[config.mk]
export PLATFORM = sky130hd
export DESIGN_NAME = isq_issue_stage
export DESIGN_NICKNAME = d
export VERILOG_FILES = /design/src/rtl/isq_pkg.sv /design/src/rtl/isq_scoreboard.sv /design/src/rtl/isq_lane.sv /design/src/rtl/isq_counters.sv /design/src/rtl/isq_issue_stage.sv
export SDC_FILE = /design/constraint.sdc
export NUM_CORES = 2
export LEC_CHECK = 0
export ABC_AREA = 0
export BUFFER_PORTS_ARGS = -buffer_cell sky130_fd_sc_hd__clkbuf_2
export CORE_MARGIN = 4
export CORE_UTILIZATION = 50
export DETAILED_ROUTE_END_ITERATION = 8
export PLACE_DENSITY = 0.67
export SYNTH_ARGS = -nofsm -noshare
export SYNTH_HDL_FRONTEND = slang
export SYNTH_SLANG_ARGS = --single-unit
[constraint.sdc]
create_clock -name clk -period 7.95 [get_ports clk]
set_input_delay 1.1925 -clock clk [delete_from_list [all_inputs] [get_ports clk]]
set_output_delay 1.1925 -clock clk [all_outputs]
set_load 0.01 [all_outputs]
[src/rtl/isq_pkg.sv]
package isq_pkg;
    localparam int NUM_UNITS = 4;
    localparam int UNIT_W    = 2;
    localparam int NUM_SLOTS = 3;   // 0: rs1, 1: rs2, 2: rd

    typedef enum logic [UNIT_W-1:0] {
        UNIT_ALU = 2'd0,
        UNIT_FPU = 2'd1,
        UNIT_LSU = 2'd2,
        UNIT_SFU = 2'd3
    } unit_e;

    typedef enum logic [1:0] {
        LANE_IDLE,
        LANE_ISSUE,
        LANE_HAZARD,
        LANE_HELD
    } lane_st_e;
endpackage

[src/rtl/isq_scoreboard.sv]
module isq_scoreboard
    import isq_pkg::*;
#(
    parameter int NUM_WARPS = 4,
    parameter int LANES     = 2,
    parameter int REG_W     = 6,
    localparam int WARP_W   = $clog2(NUM_WARPS),
    localparam int NUM_REGS = 1 << REG_W
) (
    input  logic                                        clk,
    input  logic                                        rst_n,
    input  logic [LANES-1:0][WARP_W-1:0]                q_warp,
    input  logic [LANES-1:0][NUM_SLOTS-1:0][REG_W-1:0]  q_reg,
    output logic [LANES-1:0][NUM_SLOTS-1:0]             q_hit,
    output logic [LANES-1:0][NUM_SLOTS-1:0][UNIT_W-1:0] q_unit,
    input  logic [LANES-1:0]                            rsv_en,
    input  logic [LANES-1:0][UNIT_W-1:0]                rsv_unit,
    input  logic                                        rel_en,
    input  logic [WARP_W-1:0]                           rel_warp,
    input  logic [REG_W-1:0]                            rel_reg
);
    logic [NUM_WARPS-1:0][NUM_REGS-1:0]             pend_q;
    logic [NUM_WARPS-1:0][NUM_REGS-1:0][UNIT_W-1:0] unit_q;

    // Release first, reservations after: a reserve of the same entry wins.
    always_ff @(posedge clk or negedge rst_n) begin
        if (!rst_n) begin
            pend_q <= '0;
            unit_q <= '0;
        end else begin
            if (rel_en)
                pend_q[rel_warp][rel_reg] <= 1'b0;
            for (int l = 0; l < LANES; l++) begin
                if (rsv_en[l]) begin
                    pend_q[q_warp[l]][q_reg[l][2]] <= 1'b1;
                    unit_q[q_warp[l]][q_reg[l][2]] <= rsv_unit[l];
                end
            end
        end
    end

    always_comb begin
        for (int l = 0; l < LANES; l++) begin
            for (int s = 0; s < NUM_SLOTS; s++) begin
                q_hit[l][s]  = pend_q[q_warp[l]][q_reg[l][s]];
                q_unit[l][s] = unit_q[q_warp[l]][q_reg[l][s]];
            end
        end
    end
endmodule

[src/rtl/isq_lane.sv]
module isq_lane
    import isq_pkg::*;
#(
    parameter int REG_W = 6
) (
    input  logic                                head_valid,
    input  logic                                lane_free,
    input  logic [NUM_SLOTS-1:0]                hit,
    input  logic [NUM_SLOTS-1:0][UNIT_W-1:0]    hit_unit,
    input  logic [NUM_SLOTS-1:0][REG_W-1:0]     regs,
    output logic                                issue,
    output logic                                hazard,
    output logic [NUM_UNITS-1:0][1:0]           unit_inc
);
    lane_st_e             st;
    logic [NUM_SLOTS-1:0] counted;

    always_comb begin
        if (!head_valid)
            st = LANE_IDLE;
        else if (|hit)
            st = LANE_HAZARD;
        else if (!lane_free)
            st = LANE_HELD;
        else
            st = LANE_ISSUE;
    end

    // A register named by more than one slot is counted once.
    always_comb begin
        counted[0] = hit[0];
        counted[1] = hit[1] && (regs[1] != regs[0]);
        counted[2] = hit[2] && (regs[2] != regs[0]) && (regs[2] != regs[1]);
    end

    always_comb begin
        issue    = 1'b0;
        hazard   = 1'b0;
        unit_inc = '0;
        unique case (st)
            LANE_IDLE:  ;
            LANE_HELD:  ;
            LANE_ISSUE: issue = 1'b1;
            LANE_HAZARD: begin
                hazard = 1'b1;
                for (int s = 0; s < NUM_SLOTS; s++)
                    if (counted[s])
                        unit_inc[hit_unit[s]] = unit_inc[hit_unit[s]] + 2'd1;
            end
        endcase
    end
endmodule

[src/rtl/isq_counters.sv]
module isq_counters
    import isq_pkg::*;
#(
    parameter int LANES = 2,
    parameter int CNT_W = 16
) (
    input  logic                                   clk,
    input  logic                                   rst_n,
    input  logic [LANES-1:0]                       hazard,
    input  logic [LANES-1:0][NUM_UNITS-1:0][1:0]   unit_inc,
    input  logic [LANES-1:0]                       issue,
    input  logic                                   commit_eop,
    output logic [CNT_W-1:0]                       stall_total,
    output logic [NUM_UNITS-1:0][CNT_W-1:0]        stall_unit,
    output logic [CNT_W-1:0]                       issued,
    output logic [CNT_W-1:0]                       committed
);
    logic [CNT_W-1:0]                n_haz, n_iss;
    logic [NUM_UNITS-1:0][CNT_W-1:0] n_unit;

    always_comb begin
        n_haz  = '0;
        n_iss  = '0;
        n_unit = '0;
        for (int l = 0; l < LANES; l++) begin
            n_haz = n_haz + CNT_W'(hazard[l]);
            n_iss = n_iss + CNT_W'(issue[l]);
            for (int u = 0; u < NUM_UNITS; u++)
                n_unit[u] = n_unit[u] + CNT_W'(unit_inc[l][u]);
        end
    end

    always_ff @(posedge clk or negedge rst_n) begin
        if (!rst_n) begin
            stall_total <= '0;
            stall_unit  <= '0;
            issued      <= '0;
            committed   <= '0;
        end else begin
            stall_total <= stall_total + n_haz;
            issued      <= issued + n_iss;
            committed   <= committed + CNT_W'(commit_eop);
            for (int u = 0; u < NUM_UNITS; u++)
                stall_unit[u] <= stall_unit[u] + n_unit[u];
        end
    end
endmodule

[src/rtl/isq_issue_stage.sv]
module isq_issue_stage
    import isq_pkg::*;
#(
    parameter int NUM_WARPS = 4,
    parameter int ISSUE_W   = 2,
    parameter int REG_W     = 6,
    parameter int CNT_W     = 16,
    localparam int WARP_W   = $clog2(NUM_WARPS)
) (
    input  logic                          clk,
    input  logic                          rst_n,
    input  logic [NUM_WARPS-1:0]          ibuf_valid,
    input  logic [NUM_WARPS-1:0]          ibuf_wb,
    input  logic [NUM_WARPS*2-1:0]        ibuf_unit,
    input  logic [NUM_WARPS*REG_W-1:0]    ibuf_rd,
    input  logic [NUM_WARPS*REG_W-1:0]    ibuf_rs1,
    input  logic [NUM_WARPS*REG_W-1:0]    ibuf_rs2,
    output logic [NUM_WARPS-1:0]          ibuf_pop,
    input  logic [ISSUE_W-1:0]            opd_ready,
    output logic [ISSUE_W-1:0]            opd_valid,
    output logic [ISSUE_W*WARP_W-1:0]     opd_warp,
    output logic [ISSUE_W-1:0]            opd_wb,
    output logic [ISSUE_W*2-1:0]          opd_unit,
    output logic [ISSUE_W*REG_W-1:0]      opd_rd,
    output logic [ISSUE_W*REG_W-1:0]      opd_rs1,
    output logic [ISSUE_W*REG_W-1:0]      opd_rs2,
    input  logic                          cmt_valid,
    input  logic [WARP_W-1:0]             cmt_warp,
    input  logic [REG_W-1:0]              cmt_rd,
    input  logic                          cmt_wb,
    input  logic                          cmt_eop,
    output logic [CNT_W-1:0]              stall_total,
    output logic [4*CNT_W-1:0]            stall_unit,
    output logic [CNT_W-1:0]              issued_cnt,
    output logic [CNT_W-1:0]              committed_cnt,
    output logic                          core_busy
);
    localparam logic [WARP_W:0] NW_EXT   = (WARP_W+1)'(NUM_WARPS);
    localparam logic [WARP_W:0] STEP_EXT = (WARP_W+1)'(ISSUE_W % NUM_WARPS);

    logic [WARP_W-1:0]                           base_q;
    logic [WARP_W:0]                             base_sum;
    logic [ISSUE_W-1:0][WARP_W:0]                wsum;
    logic [ISSUE_W-1:0][WARP_W-1:0]              lane_warp;
    logic [ISSUE_W-1:0][NUM_SLOTS-1:0][REG_W-1:0] lane_reg;
    logic [ISSUE_W-1:0][UNIT_W-1:0]              lane_unit;
    logic [ISSUE_W-1:0]                          head_valid, head_wb, lane_free;
    logic [ISSUE_W-1:0]                          lane_issue, lane_hazard, rsv_en;
    logic [ISSUE_W-1:0][NUM_UNITS-1:0][1:0]      lane_unit_inc;
    logic [ISSUE_W-1:0][NUM_SLOTS-1:0]           sb_hit;
    logic [ISSUE_W-1:0][NUM_SLOTS-1:0][UNIT_W-1:0] sb_unit;
    logic [NUM_UNITS-1:0][CNT_W-1:0]             stall_unit_w;

    logic [ISSUE_W-1:0]                          ov_q, owb_q;
    logic [ISSUE_W-1:0][WARP_W-1:0]              ow_q;
    logic [ISSUE_W-1:0][UNIT_W-1:0]              ou_q;
    logic [ISSUE_W-1:0][REG_W-1:0]               ord_q, ors1_q, ors2_q;

    // Rotating base, advanced by the issue width each clock.
    always_comb begin
        base_sum = {1'b0, base_q} + STEP_EXT;
        if (base_sum >= NW_EXT)
            base_sum = base_sum - NW_EXT;
    end

    always_ff @(posedge clk or negedge rst_n) begin
        if (!rst_n) base_q <= '0;
        else        base_q <= base_sum[WARP_W-1:0];
    end

    // Lane to buffer binding and head selection.
    always_comb begin
        for (int l = 0; l < ISSUE_W; l++) begin
            wsum[l] = {1'b0, base_q} + (WARP_W+1)'(l);
            if (wsum[l] >= NW_EXT)
                wsum[l] = wsum[l] - NW_EXT;
            lane_warp[l]   = wsum[l][WARP_W-1:0];
            head_valid[l]  = ibuf_valid[lane_warp[l]];
            head_wb[l]     = ibuf_wb[lane_warp[l]];
            lane_unit[l]   = ibuf_unit[lane_warp[l]*2 +: 2];
            lane_reg[l][0] = ibuf_rs1[lane_warp[l]*REG_W +: REG_W];
            lane_reg[l][1] = ibuf_rs2[lane_warp[l]*REG_W +: REG_W];
            lane_reg[l][2] = ibuf_rd[lane_warp[l]*REG_W +: REG_W];
            lane_free[l]   = !ov_q[l] || opd_ready[l];
            rsv_en[l]      = lane_issue[l] && head_wb[l];
        end
    end

    isq_scoreboard #(.NUM_WARPS(NUM_WARPS), .LANES(ISSUE_W), .REG_W(REG_W)) u_sb (
        .clk      (clk),
        .rst_n    (rst_n),
        .q_warp   (lane_warp),
        .q_reg    (lane_reg),
        .q_hit    (sb_hit),
        .q_unit   (sb_unit),
        .rsv_en   (rsv_en),
        .rsv_unit (lane_unit),
        .rel_en   (cmt_valid && cmt_eop && cmt_wb),
        .rel_warp (cmt_warp),
        .rel_reg  (cmt_rd)
    );

    for (genvar g = 0; g < ISSUE_W; g++) begin : g_lane
        isq_lane #(.REG_W(REG_W)) u_lane (
            .head_valid (head_valid[g]),
            .lane_free  (lane_free[g]),
            .hit        (sb_hit[g]),
            .hit_unit   (sb_unit[g]),
            .regs       (lane_reg[g]),
            .issue      (lane_issue[g]),
            .hazard     (lane_hazard[g]),
            .unit_inc   (lane_unit_inc[g])
        );
    end

    always_comb begin
        ibuf_pop = '0;
        for (int l = 0; l < ISSUE_W; l++)
            if (lane_issue[l])
                ibuf_pop[lane_warp[l]] = 1'b1;
    end

    // One-entry operand register per lane.
    always_ff @(posedge clk or negedge rst_n) begin
        if (!rst_n) begin
            ov_q <= '0; owb_q <= '0; ow_q <= '0; ou_q <= '0;
            ord_q <= '0; ors1_q <= '0; ors2_q <= '0;
        end else begin
            for (int l = 0; l < ISSUE_W; l++) begin
                if (lane_issue[l]) begin
                    ov_q[l]   <= 1'b1;
                    owb_q[l]  <= head_wb[l];
                    ow_q[l]   <= lane_warp[l];
                    ou_q[l]   <= lane_unit[l];
                    ors1_q[l] <= lane_reg[l][0];
                    ors2_q[l] <= lane_reg[l][1];
                    ord_q[l]  <= lane_reg[l][2];
                end else if (opd_ready[l]) begin
                    ov_q[l]   <= 1'b0;
                end
            end
        end
    end

    isq_counters #(.LANES(ISSUE_W), .CNT_W(CNT_W)) u_cnt (
        .clk         (clk),
        .rst_n       (rst_n),
        .hazard      (lane_hazard),
        .unit_inc    (lane_unit_inc),
        .issue       (lane_issue),
        .commit_eop  (cmt_valid && cmt_eop),
        .stall_total (stall_total),
        .stall_unit  (stall_unit_w),
        .issued      (issued_cnt),
        .committed   (committed_cnt)
    );

    assign stall_unit = stall_unit_w;
    assign core_busy  = (issued_cnt != committed_cnt);
    assign opd_valid  = ov_q;
    assign opd_wb     = owb_q;
    assign opd_warp   = ow_q;
    assign opd_unit   = ou_q;
    assign opd_rd     = ord_q;
    assign opd_rs1    = ors1_q;
    assign opd_rs2    = ors2_q;
endmodule

=== After elaboration in Yosys (flattened, before gate mapping) ===
Cells that the tools add are included.

* Register bits: 930
* Latch bits: 0
* Memory bits (writable): 0
* Memory bits (read-only): 0
* Input bits: 103
* Memories: 0

* Add/subtract/negate cells: 24
* $mul: 2
* Divide/modulo/power cells: 0
* Magnitude comparators: 31
* Equal/unequal tests: 11
* Shift-type cells: 8
* Muxes and demuxes: 130
* Bitwise operators: 7
* Reductions and logical operators: 30

{| class="wikitable"
|+ Operators by type and width
! cell !! count
|-
| $bwmux W512 || 2
|-
| $mux W512 || 2
|-
| $mux W256 || 3
|-
| $bmux W128 S2 || 2
|-
| $demux W128 S2 || 2
|-
| $mux W128 || 4
|-
| $or A256 B256 Y256 || 2
|-
| $demux W64 S2 || 3
|-
| $mux W64 || 5
|-
| $and A256 B256 Y256 || 1
|-
| $bmux W64 S2 || 2
|-
| $not A256 Y256 || 1
|-
| $shiftx A24 B6 Y6 || 6
|-
| $add A16 B16 Y16 || 6
|-
| $mux W8 || 12
|-
| $bmux W2 S6 || 6
|-
| $mux W2 || 29
|-
| $lt A6 B7 Y1 const B || 7
|-
| $bmux W1 S6 || 6
|-
| $ne A6 B6 Y1 || 6
|-
| $bwmux W8 || 4
|-
| $lt A2 B3 Y1 const B || 9
|-
| $bmux W2 S2 || 6
|-
| $demux W2 S2 || 6
|-
| 29 further kinds || 111
|}

=== Depth between registers and ports, before layout ===
* Depth after elaboration: 28
* Mapped depth: 31
* Gate-level depth less buffers: 22

=== By module ===
Synthesis repeated with hierarchy kept, for this count alone.

* Cell total of the unflattened synthesis: 6383
* Area total of the unflattened synthesis: 64619.5 um2

{| class="wikitable"
|+ Modules (own cells, without submodules)
! module !! times used !! cells each !! area an instance (um2) !! sequential area each (um2)
|-
| isq_scoreboard || 1 || 5626 || 55650.9 || 19218.4
|-
| isq_counters || 1 || 417 || 5036.1 || 2802.7
|-
| isq_issue_stage || 1 || 188 || 2880.3 || 1201.2
|-
| isq_lane at g_lane[1].u_lane || 1 || 74 || 544.3 || 0.0
|-
| isq_lane at g_lane[0].u_lane || 1 || 78 || 508.0 || 0.0
|}

=== Worst setup path before layout ===
OpenSTA, ideal clock, no wires.

* Path type: in2reg
* Start point: input port ibuf_rs1[18]
* End point: register u_cnt.stall_unit[46] (netlist name)
* Setup time: 0.079 ns
* Data arrival time: 6.456 ns
* Path slack: 1.415 ns
* Stages on the path: 21
* Path buffers: 5
* Cell sequence: clkbuf_1 clkbuf_1 buf_2 buf_1 mux2_2 a21oi_1 o21ai_0 a211o_1 buf_2 nor4_1 nor2_1 a31oi_1 ha_1 inv_1 fa_1 fa_1 nor2b_1 o21ai_0 or2_2 nor2_1 xor2_1

* Word-level cells in the longest chain between the ends: 24
* Elaborated cells on any way between the ends: 76

{| class="wikitable"
|+ Ends and longest elaborated chain
! element !! line !! source
|-
| start: declaration || isq_issue_stage.sv:16 || <nowiki>input logic [NUM_WARPS*REG_W-1:0] ibuf_rs1,</nowiki>
|-
| $shiftx A24 B6 Y6 || isq_issue_stage.sv:81 || <nowiki>lane_reg[l][0] = ibuf_rs1[lane_warp[l]*REG_W +: REG_W];</nowiki>
|-
| $bmux W2 S6 || isq_scoreboard.sv:46 || <nowiki>q_unit[l][s] = unit_q[q_warp[l]][q_reg[l][s]];</nowiki>
|-
| $mux W2 (not written as such) || isq_scoreboard.sv:46 ||
|-
| $lt A2 B3 Y1 (not written as such) or $ge A2 B1 Y1 (tied branches) || isq_lane.sv:48 || <nowiki>unit_inc[hit_unit[s]] = unit_inc[hit_unit[s]] + 2'd1;</nowiki>
|-
| $logic_and A1 B1 Y1 (not written as such) || isq_lane.sv:48 ||
|-
| $mux W2 (not written as such) || isq_lane.sv:48 ||
|-
| $demux W2 S2 || -- ||
|-
| $and A8 B8 Y8 (no line) || -- ||
|-
| [... 8 more ...] || -- ||
|-
| $bmux W2 S2 || isq_lane.sv:48 ||
|-
| $mux W2 (not written as such) || isq_lane.sv:48 ||
|-
| $add A2 B1 Y2 || isq_lane.sv:48 ||
|-
| $bwmux W8 || isq_lane.sv:48 ||
|-
| $mux W8 || isq_lane.sv:47 || <nowiki>if (counted[s])</nowiki>
|-
| $mux W8 || isq_lane.sv:40 || <nowiki>unique case (st)</nowiki>
|-
| $add A2 B2 Y3 * || isq_counters.sv:29 || <nowiki>n_unit[u] = n_unit[u] + CNT_W'(unit_inc[l][u]);</nowiki>
|-
| $add A16 B16 Y16 * || isq_counters.sv:44 || <nowiki>stall_unit[u] <= stall_unit[u] + n_unit[u];</nowiki>
|-
| end signal: indexed assignment || isq_counters.sv:44 ||
|-
| end: declaration || isq_counters.sv:14 || <nowiki>output logic [NUM_UNITS-1:0][CNT_W-1:0] stall_unit,</nowiki>
|}

Every way passes the cells marked *; elsewhere a longest branch is shown, timed or not. The select of a mux whose other input is x is not followed.
A chain may end at the register's enable or synchronous reset.

=== Worst setup path after layout ===
* Start point: register base_q[1]
* End point: register u_cnt.stall_unit[46] (netlist name)

* Word-level cells in the longest chain between the ends: 28
* Elaborated cells on any way between the ends: 139

{| class="wikitable"
|+ Ends and longest elaborated chain
! element !! line !! source
|-
| start: declaration || isq_issue_stage.sv:41 || <nowiki>logic [WARP_W-1:0] base_q;</nowiki>
|-
| start signal: assignment || isq_issue_stage.sv:68 || <nowiki>else base_q <= base_sum[WARP_W-1:0];</nowiki>
|-
| $add A2 B1 Y3 || isq_issue_stage.sv:74 || <nowiki>wsum[l] = {1'b0, base_q} + (WARP_W+1)'(l);</nowiki>
|-
| $ge A3 B3 Y1 or $sub A2 B1 Y2 (tied branches) || isq_issue_stage.sv:75, isq_issue_stage.sv:76 ||
|-
| $mux W2 || isq_issue_stage.sv:75 || <nowiki>if (wsum[l] >= NW_EXT)</nowiki>
|-
| $mul A2 B2 Y4 or $bmux W128 S2 (tied branches) || -- ||
|-
| $shiftx A24 B6 Y6 or $mux W128 (tied branches) || isq_issue_stage.sv:81, isq_scoreboard.sv:46 ||
|-
| $bmux W2 S6 || isq_scoreboard.sv:46 ||
|-
| $mux W2 (not written as such) || isq_scoreboard.sv:46 ||
|-
| $lt A2 B3 Y1 (not written as such) or $ge A2 B1 Y1 (tied branches) || isq_lane.sv:48 ||
|-
| [... 12 more ...] || -- ||
|-
| $bmux W2 S2 || isq_lane.sv:48 ||
|-
| $mux W2 (not written as such) || isq_lane.sv:48 ||
|-
| $add A2 B1 Y2 || isq_lane.sv:48 ||
|-
| $bwmux W8 || isq_lane.sv:48 ||
|-
| $mux W8 || isq_lane.sv:47 ||
|-
| $mux W8 || isq_lane.sv:40 ||
|-
| $add A2 B2 Y3 * || isq_counters.sv:29 ||
|-
| $add A16 B16 Y16 * || isq_counters.sv:44 ||
|}

Marked as above.

==> impl_metrics.yaml <==
run_status:
  status: "completed"
clock_tree:
  hold_buffers: 0
  clk_pin_slew_worst_paths_ps: 60
  clockBufferDepth: 3
  cts_root_buffer: "clkbuf_16"
  numClockSinks: 928
  cts_made_buffers: 102
  clk_latency_ps: 770
  cts_max_level: 3
  cts_tree: "done"
final_layout:
  multi_input_area_um2: 35000
  post-route-util_pct: 56.2
  area_growth_pct: 11.6
  ff_latch_area_um2: 23200
  layout.nets: 5918
  drive_gt1_share_pct: 29.1
  layoutNonFillerInstCount: 7483
  filler_cell_count: 10300
yosys:
  synthArstFlopShare_pct: 100
  synth_area_um2: 60400
  synth_top_family_by_area: "multiplexers"
  syn-num-nets: 5750
  synthAdderAreaFrac_pct: 0.829
  synth-xor-area-share_pct: 2.39
  postSynthAreaPerCell_um2: 10.8
  synth_area_leaders: "dfrtp_1, mux2_2, mux4_2, mux2i_1, o21ai_0"
  ys_warn_count: 0
  ys_types: 92
  synth-edff-count: 0
  yosysTopAreaCellShare_pct: 38.4
  seq_area_frac_synth_pct: 38.4
  muxShareOfSynthArea_pct: 31.0
  synth_area_leader_cell: "dfrtp_1"
  ys_ff_latch: 928
  synth_compound_area_share_pct: 11.5
  syn-instance-count: 5613
  synthFlopType: "dfrtp_1"
  synth-simple-area-share_pct: 12.0
route:
  drc_errors: 0
  vias_per_cell: 7.18
  first_iter_violations: 8726
  wl_per_cell_um: 34.7
  dr.pass1.iters: 7
  vias: 53700
  ant_nets: 0
  drt-total-wl_um: 260000
die:
  start_util_pct: 50.3
  dieHeight_um: 356
  rows: 127
  boundaryPins: 268
  fp.dieArea_um2: 126000
  core_um2: 120000
  die_w_um: 356
sta:
  fin_skew_ps: 34.6
  finalMaxSlewViolations: 0
  finalSetupViolCount: 0
  max_freq_ghz: 0.131
  max_slew_margin_pct: 2.92
  setup_tns_ps: 0
  tightest_slew_ps: 1460
  hold_viol: 0
  period_needed_ps: 7640
  finalCritPeriodShare_pct: 96.2
  setup_ws_ps: 305
  rsz0062_at_grt: "false"
worst_setup_path:
  critical_path.endpoint_type: "register"
  crit_fanout: 52
  crit_required_ps: 8620
  cp.arrival_ps: 8320
  worstSetupPathType: "reg -> reg"
  cp-start-kind: "register"
power:
  max-vdd-ir-drop_v: 0.000178
  power_per_cell_area_nw_per_um2: 183
  total_power_uw: 12300
  leakage_uw: 0.0314
placed_design:
  placed_cells: 7288
  dp_hpwl_um: 186000
  gp_congestion: 1.12
  pre_cts_ws_ps: 505
  port_buffers: 266
global_route:
  grtUsageTotal_pct: 40.3
  grt_pass1_wl_um: 373000
  grt_pass1_vias: 52300
  grt_max_degree: 153
  grt_antenna_before_repair: 18
  grt_overflow: 0
run:
  drv_cap: 0
min_path:
  min_path_type: "reg -> reg"
[routing by layer]
layer / wire (um) / share of wire (%) / track usage (%)
met4: 25400 / 9.8 / 31.1
met2: 109000 / 42 / 58.2
met1: 90100 / 35 / 49.1
met5: 251 / 0.097 / 0.462
met3: 34400 / 13 / 14.4
[cells in the mapped netlist, types with 32 or more instances]
library cell,n
clkbuf_1,249
mux4_2,284
nor2b_1,86
o22ai_1,70
and3_1,40
nand4_1,46
nand3_2,100
mux2i_1,535
nor2_1,296
nand3_1,129
mux2_1,43
nor3_1,63
a21oi_1,165
and2_1,32
o21ai_0,475
buf_1,42
buf_4,39
a211oi_1,77
inv_1,38
dfrtp_1,928
buf_2,103
xor2_1,61
mux2_2,572
xnor2_1,104
nand2_1,523
[worst paths after layout]
check | start | endpoint | slack, ps | cells after the start
setup / recovery | base_q[1] | u_cnt.stall_unit[46] | 310 | 22
hold / removal | u_cnt.stall_unit[31] | u_cnt.stall_unit[31] | 480 | 1
setup reg to reg | base_q[1] | u_cnt.stall_unit[46] | 310 | 22
hold reg to reg | u_cnt.stall_unit[31] | u_cnt.stall_unit[31] | 480 | 1
max in group asynchronous | rst_n | u_sb.unit_q[371] | 5710 | 3
min in group asynchronous | rst_n | u_sb.unit_q[28] | 500 | 1
[critical path: stages, from the launching register on]
cell and delay, ps:
dfrtp_4 820, buf_4 690, nand3b_1 210, and2_1 540, buf_4 280, o22ai_1 100, a222oi_1 430, o211ai_1 160
nand3_1 500, nand4_1 470, nor3b_1 320, and2_1 260, or3b_2 480, o211a_1 140, ha_1 170, inv_1 80
fa_1 420, fa_1 430, nor2b_1 120, o21ai_0 160, or2_2 390, nor2_1 140, xor2_1 180
[layout make-up]
type	count	share of cell area (%)
clock inverters	44	0.807
clock buffers	140	4.34
diodes	10	0.0371
repair buffers	523	5.23
well taps	1612	2.99
multi-input cells	4187	51.9
inverters	39	0.219
flip-flops and latches	928	34.4
[sequential cells by signal (all words and copies together), names as in the netlist]
name,flops
u_cnt.committed,16
opd_rs1,12
opd_unit,4
base_q,1
opd_rd,12
opd_warp,3
u_cnt.issued,16
u_cnt.stall_unit,64
opd_wb,2
u_cnt.stall_total,16
opd_valid,2
opd_rs2,12
u_sb.pend_q,256
u_sb.unit_q,512
[layout by cell type (no fill, tap or decap), types with 23 or more instances in the layout]
master and count:
nand4_1 46, mux2i_1 526, nor2b_1 86, a21oi_1 164
a22oi_1 23, clkbuf_2 259, nand3_2 101, o22ai_1 70
and3_1 39, a32oi_1 25, a31oi_1 24, mux2_2 571
a221oi_1 24, nand3_1 128, nand2b_1 29, o211ai_1 27
and2_1 33, mux4_2 284, buf_4 240, nor2_1 290
dfrtp_1 927, nand2_1 523, a211oi_1 77, inv_1 37
clkbuf_16 103, xnor2_1 104, nor3_1 61, o21ai_0 475
ha_1 24, mux2_1 42, xor2_1 61
[report_power, final]
group	total (uW)	switching, uW	internal (uW)
logic	2000	1270	727
clock network	5000	2130	2870
registers	5320	321	5000
total	12300	3730	8600
[per-stage QoR]
stage | instance area (um^2) | hold slack (ps)
final | 67400 | 478
after detailed placement | 63900 | 465
after floorplan | 60400 | 494
after CTS | 67400 | 476
after global placement | 63900 | 457
after global routing | 67400 | 485
[logic make-up (layout without fill, tap and decap cells)]
logic type | Yosys count | count (layout)
adder cells (fa/ha/maj) | 34 | 34
other | 1 | 11
buffers and inverters | 498 | 746
flip-flops | 928 | 928
multiplexers | 1437 | 1437
XOR/XNOR | 165 | 165
AND/OR/NAND/NOR | 1447 | 1447
AO/OA/AOI/OAI | 1103 | 1103
[timing repair]
action / 4_1_cts / 5_1_grt
buffers inserted: 0 / 1
gates resized for setup: 0 / 1
endpoints found under the setup margin: 0 / 3
Note: power is estimated with default switching activity, not from simulation.
